===== src/rtl/pfs_pkg.sv =====
package pfs_pkg;
  localparam int WS_W = 3;

  // hardware-owned function enables raised on one edge
  typedef struct packed {
    logic rd_ctrl;
    logic bhe_ctrl;
    logic rdy_ctrl;
  } boot_evt_t;
endpackage


===== src/rtl/pfs_boot_cfg.sv =====
module pfs_boot_cfg
  import pfs_pkg::*;
(
  input  logic            clk_i,
  input  logic            rst_ni,
  input  logic            ext_strap_i,
  input  logic            cfg_done_i,
  input  logic            cfg_bus_wide_i,
  input  logic [WS_W-1:0] cfg_wait_i,
  output boot_evt_t       evt_o,
  output logic            rdy_sel_o
);
  logic started_q, fetch_seen_q, rdy_sel_q;
  logic fetch_take;

  assign fetch_take = cfg_done_i & ~fetch_seen_q;

  always_comb begin
    evt_o.rd_ctrl  = ~started_q & ~ext_strap_i;
    evt_o.bhe_ctrl = fetch_take & cfg_bus_wide_i;
    evt_o.rdy_ctrl = fetch_take & (&cfg_wait_i);
  end

  always_ff @(posedge clk_i or negedge rst_ni) begin
    if (!rst_ni) begin
      started_q    <= 1'b0;
      fetch_seen_q <= 1'b0;
      rdy_sel_q    <= 1'b0;
    end else begin
      started_q <= 1'b1;
      if (fetch_take) begin
        fetch_seen_q <= 1'b1;
        rdy_sel_q    <= &cfg_wait_i;
      end
    end
  end

  assign rdy_sel_o = rdy_sel_q;

  AST_FETCH_ONCE: assert property (@(posedge clk_i) disable iff (!rst_ni)
    fetch_seen_q |=> $stable(rdy_sel_q)) else $error("fetch accepted twice");
endmodule


===== src/rtl/pfs_mode_reg.sv =====
module pfs_mode_reg
  import pfs_pkg::*;
#(
  parameter int N_PINS  = 8,
  parameter int RD_PIN  = 3,
  parameter int BHE_PIN = 5,
  parameter int RDY_PIN = 6
) (
  input  logic              clk_i,
  input  logic              rst_ni,
  input  boot_evt_t         evt_i,
  input  logic              we_i,
  input  logic [N_PINS-1:0] wdata_i,
  output logic [N_PINS-1:0] mode_o,
  output logic [N_PINS-1:0] rel_o
);
  logic [N_PINS-1:0] mode_q, rel_q, hw_set;

  always_comb begin
    hw_set          = '0;
    hw_set[RD_PIN]  = evt_i.rd_ctrl;
    hw_set[BHE_PIN] = evt_i.bhe_ctrl;
    hw_set[RDY_PIN] = evt_i.rdy_ctrl;
  end

  // a software write overrides hardware-set bits on the same edge
  always_ff @(posedge clk_i or negedge rst_ni) begin
    if (!rst_ni) begin
      mode_q <= '0;
      rel_q  <= '0;
    end else if (we_i) begin
      mode_q <= wdata_i;
      rel_q  <= '1;
    end else begin
      mode_q <= mode_q | hw_set;
      rel_q  <= rel_q | hw_set;
    end
  end

  assign mode_o = mode_q;
  assign rel_o  = rel_q;

  AST_REL_STICKY: assert property (@(posedge clk_i) disable iff (!rst_ni)
    1'b1 |=> (($past(rel_q) & ~rel_q) == '0)) else $error("pullup re-enabled");
  AST_WRITE_RELEASE: assert property (@(posedge clk_i) disable iff (!rst_ni)
    we_i |=> (&rel_q)) else $error("write left a pullup on");
  AST_WRITE_WINS: assert property (@(posedge clk_i) disable iff (!rst_ni)
    we_i |=> (mode_q == $past(wdata_i))) else $error("write value lost");
endmodule


===== src/rtl/pfs_pin_drive.sv =====
module pfs_pin_drive #(
  parameter int                N_PINS   = 8,
  parameter logic [N_PINS-1:0] CTRL_OUT = '0
) (
  input  logic [N_PINS-1:0] mode_i,
  input  logic [N_PINS-1:0] rel_i,
  input  logic [N_PINS-1:0] dir_i,
  output logic [N_PINS-1:0] pullup_en_o,
  output logic [N_PINS-1:0] drive_en_o,
  output logic [N_PINS-1:0] func_sel_o
);
  for (genvar i = 0; i < N_PINS; i++) begin : g_pin
    always_comb begin
      pullup_en_o[i] = ~rel_i[i];
      func_sel_o[i]  = rel_i[i] & mode_i[i];
      drive_en_o[i]  = rel_i[i] & (mode_i[i] ? CTRL_OUT[i] : dir_i[i]);
    end
  end
endmodule


===== src/rtl/pin_func_sel.sv =====
module pin_func_sel
  import pfs_pkg::*;
#(
  parameter int N_PINS  = 8,
  parameter int RD_PIN  = 3,
  parameter int BHE_PIN = 5,
  parameter int RDY_PIN = 6
) (
  input  logic              clk_i,
  input  logic              rst_ni,
  input  logic              ext_strap_i,
  input  logic              cfg_done_i,
  input  logic              cfg_bus_wide_i,
  input  logic [WS_W-1:0]   cfg_wait_i,
  input  logic              mode_we_i,
  input  logic [N_PINS-1:0] mode_wdata_i,
  input  logic [N_PINS-1:0] dir_i,
  output logic [N_PINS-1:0] pullup_en_o,
  output logic [N_PINS-1:0] drive_en_o,
  output logic [N_PINS-1:0] func_sel_o,
  output logic              ready_hazard_o
);
  localparam logic [N_PINS-1:0] CTRL_OUT =
    (N_PINS'(1) << RD_PIN) | (N_PINS'(1) << BHE_PIN);

  boot_evt_t         evt;
  logic              rdy_sel;
  logic [N_PINS-1:0] mode, rel;

  pfs_boot_cfg u_boot (
    .clk_i, .rst_ni, .ext_strap_i, .cfg_done_i, .cfg_bus_wide_i, .cfg_wait_i,
    .evt_o(evt), .rdy_sel_o(rdy_sel)
  );

  pfs_mode_reg #(.N_PINS(N_PINS), .RD_PIN(RD_PIN), .BHE_PIN(BHE_PIN),
                 .RDY_PIN(RDY_PIN)) u_mode (
    .clk_i, .rst_ni, .evt_i(evt), .we_i(mode_we_i), .wdata_i(mode_wdata_i),
    .mode_o(mode), .rel_o(rel)
  );

  pfs_pin_drive #(.N_PINS(N_PINS), .CTRL_OUT(CTRL_OUT)) u_drive (
    .mode_i(mode), .rel_i(rel), .dir_i,
    .pullup_en_o, .drive_en_o, .func_sel_o
  );

  assign ready_hazard_o = rdy_sel & ~mode[RDY_PIN];

  AST_RD_OWNER: assert property (@(posedge clk_i) disable iff (!rst_ni)
    $fell(pullup_en_o[RD_PIN]) |-> ($past(mode_we_i) || !$past(ext_strap_i)))
    else $error("read pin released without owner");
  AST_BHE_OWNER: assert property (@(posedge clk_i) disable iff (!rst_ni)
    $fell(pullup_en_o[BHE_PIN]) |-> ($past(mode_we_i) || $past(cfg_done_i)))
    else $error("byte-high pin released without owner");
  AST_RDY_INPUT: assert property (@(posedge clk_i) disable iff (!rst_ni)
    func_sel_o[RDY_PIN] |-> !drive_en_o[RDY_PIN]) else $error("ready driven");
  AST_HAZARD: assert property (@(posedge clk_i) disable iff (!rst_ni)
    ready_hazard_o |-> !func_sel_o[RDY_PIN]) else $error("hazard with ready on");
  AST_RESET_WEAK: assert property (@(posedge clk_i)
    !rst_ni |-> (&pullup_en_o && drive_en_o == '0)) else $error("not weak in reset");
endmodule


===== config.mk =====
export PLATFORM = sky130hd
export DESIGN_NAME = pin_func_sel
export DESIGN_NICKNAME = d
export VERILOG_FILES = /design/src/rtl/pfs_pkg.sv /design/src/rtl/pfs_boot_cfg.sv /design/src/rtl/pfs_mode_reg.sv /design/src/rtl/pfs_pin_drive.sv /design/src/rtl/pin_func_sel.sv
export SDC_FILE = /design/constraint.sdc
export NUM_CORES = 1
export LEC_CHECK = 0
export CAP_MARGIN = 20
export CORE_MARGIN = 2
export CORE_UTILIZATION = 50
export DETAILED_ROUTE_END_ITERATION = 16
export DONT_BUFFER_PORTS = 1
export PLACE_DENSITY = 0.7
export SYNTH_ARGS = -nofsm -noshare
export SYNTH_HDL_FRONTEND = slang
export SYNTH_SLANG_ARGS = --single-unit

===== constraint.sdc =====
create_clock -name clk_i -period 0.9 [get_ports clk_i]
set_input_delay 0.225 -clock clk_i [delete_from_list [all_inputs] [get_ports clk_i]]
set_output_delay 0.225 -clock clk_i [all_outputs]
set_load 0.02 [all_outputs]

==> results.ini <==
[global_route]
grt_pass1_vias = 544
gr-total-overflow = 0
grt_pass1_wl_um = 2490
antenna_found_initial = 0
grt_max_degree = 16
grt_util_all_layers_pct = 19.3

[status]
outcome = finished, violations left
violations = setup timing

[sta]
setup_slack_ns = -0.498
setup_violations = 26
hold_viol_final = 0
drv_slew = 0
tightestPinTransition_ns = 0.650
max_freq_mhz = 715
slew-limit-headroom_pct = 56.7
finalSetupTns_ns = -8.13
fin_skew_ns = 0.0107
period_share_pct = 155
layout_min_cycle_time_ns = 1.40
whs_ns = 0.0249
grt_setup_unrepaired = yes

[critical_path]
worstSetupStartpoint = u_mode.rel_o[4]$_DFFE_PN0P_
cpPeakStageDelay_ns = 0.37
crit_fanout = 3
r2r-start = u_mode.mode_o[3]$_DFF_PN0_
worstSetupStartpointType = register
worst_path_max_delay_cell = dfrtp_1
worstPathCellList = inv_2 > buf_6 > nor3b_2 > buf_4
reg2reg_depth = 3
cp_data_arrival_time_ns = 1.17
required_ns = 0.67
critical_path_class = register to primary output
r2r_end = u_mode.mode_o[3]$_DFF_PN0_
r2r_setup_slack_ns = -0.01
endpoint_kind = primary output

[logic_synthesis]
synth_nets = 97
synth-compound-area-share_pct = 5.06
synthSimpleGateAreaFrac_pct = 23.4
synth_top_family_by_area = simple AND/OR/NAND/NOR gates
synthMuxAreaShare_pct = 10.3
synth_cells = 72
synth.yosys.warnings = 0
ys_types = 22
syn_avg_cell_area_um2 = 10.3
synth-adder-area-share_pct = 0
ys_seq_elements = 15
synth_xor_xnor_area_share_pct = 0
synthesis.area_um2 = 742
ys_seq_area_share_pct = 50.6

[pwr]
leakagePower_nw = 0.487
irDropWorstVdd_mv = 0.871
total_power_mw = 1.47
p_per_area_nw_per_um2 = 1410

[floorplanning]
row_count = 13
die_w_um = 42.5
io_pins = 50
die_y_um = 42.5
die_area_um2 = 1810
core-area_um2 = 1350
start_util_pct = 55.0

[detailed_routing]
drc = 0
avgViaCountPerCell = 5.22
initialDrtViolationCount = 2
ant_nets = 0
wl_per_cell_um = 15.3
wl_um = 1590
top_layer = met4
first_pass_iters = 4
wl_met3_um = 128
m1WireLength_um = 515
vias = 543
wl_met2_um = 933

[finish]
antenna_cells = 0
drive_above_1_share_pct = 61.8
synthToLayoutAreaGrowth_pct = 40.0
fillCellCount = 81
regArea_um2 = 377
layout.cells.non_filler = 104
multi_input_comb_area_um2 = 387
fin_nets = 115

[cts]
htree_levels = 1
cts-buffers-inserted = 3
cts_root_buf = clkbuf_4
clk_path_buf_depth = 2
cts_sinks = 15
cts_tree = yes
clk_pin_slew_worst_paths_ns = 0.09
insertion_delay_ns = 0.28

[place]
place_hpwl_um = 1050
dp_cells = 94
io_buffer_count = 0
routabilityCongestion = 0.655

[worst_hold_path]
hp-class = input pin to asynchronous set/reset pin

[job]
maxCapViolCount = 0

==> what timing repair did <==
| action | 4_1_cts | 5_1_grt |
|---|---|---|
| buffers inserted | 5 | 2 |
| resized for setup | 29 | 12 |
| pin swaps | 9 | 2 |
| endpoints found under the setup margin | 25 | 43 |
| endpoints found under the hold margin | 15 | 0 |
| hold buffers | 1 | 0 |
==> logic make-up (layout without fill, tap and decap cells) <==
group | after synthesis | in the layout
simple gates | 32 | 32
compound gates | 6 | 6
flops | 15 | 15
other cells | 1 | 1
buf+inv | 11 | 28
mux | 7 | 7
==> power breakdown <==
group,switching [mW],total (mW),internal [mW]
logic,0.163,0.331,0.168
registers,0.0436,0.761,0.717
clock network,0.202,0.374,0.172
==> per-layer routing <==
layer | up-vias | GRT usage [%]
met1 | 240 | 19.9
li1 | 265 | -
met2 | 36 | 36.9
met5 | - | 0
met4 | 0 | 7.50
met3 | 2 | 4.31
==> cells in the final DEF (no fill, tap or decap), types with 3 or more instances in the layout <==
master,instances
clkbuf_4,3
dfrtp_1,14
buf_6,7
inv_2,4
mux2_2,5
nor2_2,3
buf_4,8
and2_4,8
nor2_1,4
nor2_4,3
nor3b_2,5
buf_12,3
==> worst max path at each step <==
stage	to	slack, ns	cells after the start
after global placement	drive_en_o[7]	-0.15	4
after global routing	drive_en_o[1]	-0.54	4
final	drive_en_o[2]	-0.50	4
after CTS	drive_en_o[4]	-0.46	4
after floorplan	drive_en_o[0]	-0.32	2
after detailed placement	drive_en_o[4]	-0.19	4
==> synthesized netlist by cell type <==
| cell type | number | area [µm²] |
|---|---|---|
| a21oi_1 | 1 | 5.00 |
| and2_1 | 8 | 50.1 |
| buf_4 | 4 | 30.0 |
| buf_6 | 1 | 11.3 |
| buf_8 | 1 | 15.0 |
| conb_1 | 1 | 3.75 |
| dfrtp_1 | 15 | 375 |
| inv_1 | 5 | 18.8 |
| mux2_2 | 5 | 56.3 |
| mux2i_1 | 2 | 20.0 |
| nand2_1 | 3 | 11.3 |
| nand2b_1 | 1 | 6.26 |
| nand3_1 | 1 | 5.00 |
| nand3b_1 | 1 | 7.51 |
| nor2_1 | 10 | 37.5 |
| nor2b_1 | 1 | 6.26 |
| nor3b_1 | 5 | 37.5 |
| o21ai_0 | 3 | 15.0 |
| o21ba_2 | 1 | 10.0 |
| o31ai_1 | 1 | 7.51 |
| or2_1 | 1 | 6.26 |
| or2_2 | 1 | 6.26 |
==> per-stage QoR <==
| step | util, % | instance area, µm² | setup slack, ns |
|---|---|---|---|
| after floorplan | - | 785 | -0.319 |
| after global placement | 64.4 | 870 | -0.152 |
| after detailed placement | 64.4 | 870 | -0.191 |
| after CTS | 73.0 | 986 | -0.463 |
| after global routing | 76.9 | 1040 | -0.541 |
| final | 76.9 | 1040 | -0.498 |
==> area by class of cell <==
cell class              count  area share (%)
flip-flops and latches     15            36.3
repair buffers             19            20.4
inverters                   5            1.81
well taps                  15            1.81
clock buffers               4            2.53
multi-input cells          46            37.2
==> sequential cells by signal, indices dropped and copies added, names as in the netlist <==
signal / flops
u_mode.rel_o: 4
u_boot.fetch_seen_q: 1
u_mode.mode_o: 8
u_boot.started_q: 1
u_boot.rdy_sel_o: 1
==> worst max-delay path: cells and delay by family (launching register included) <==
family | cells | cell delay (ns)
buffers and inverters | 3 | 0.35
DFF | 1 | 0.37
and+or+nand+nor | 1 | 0.17
Power figures use the tool's default switching activity.
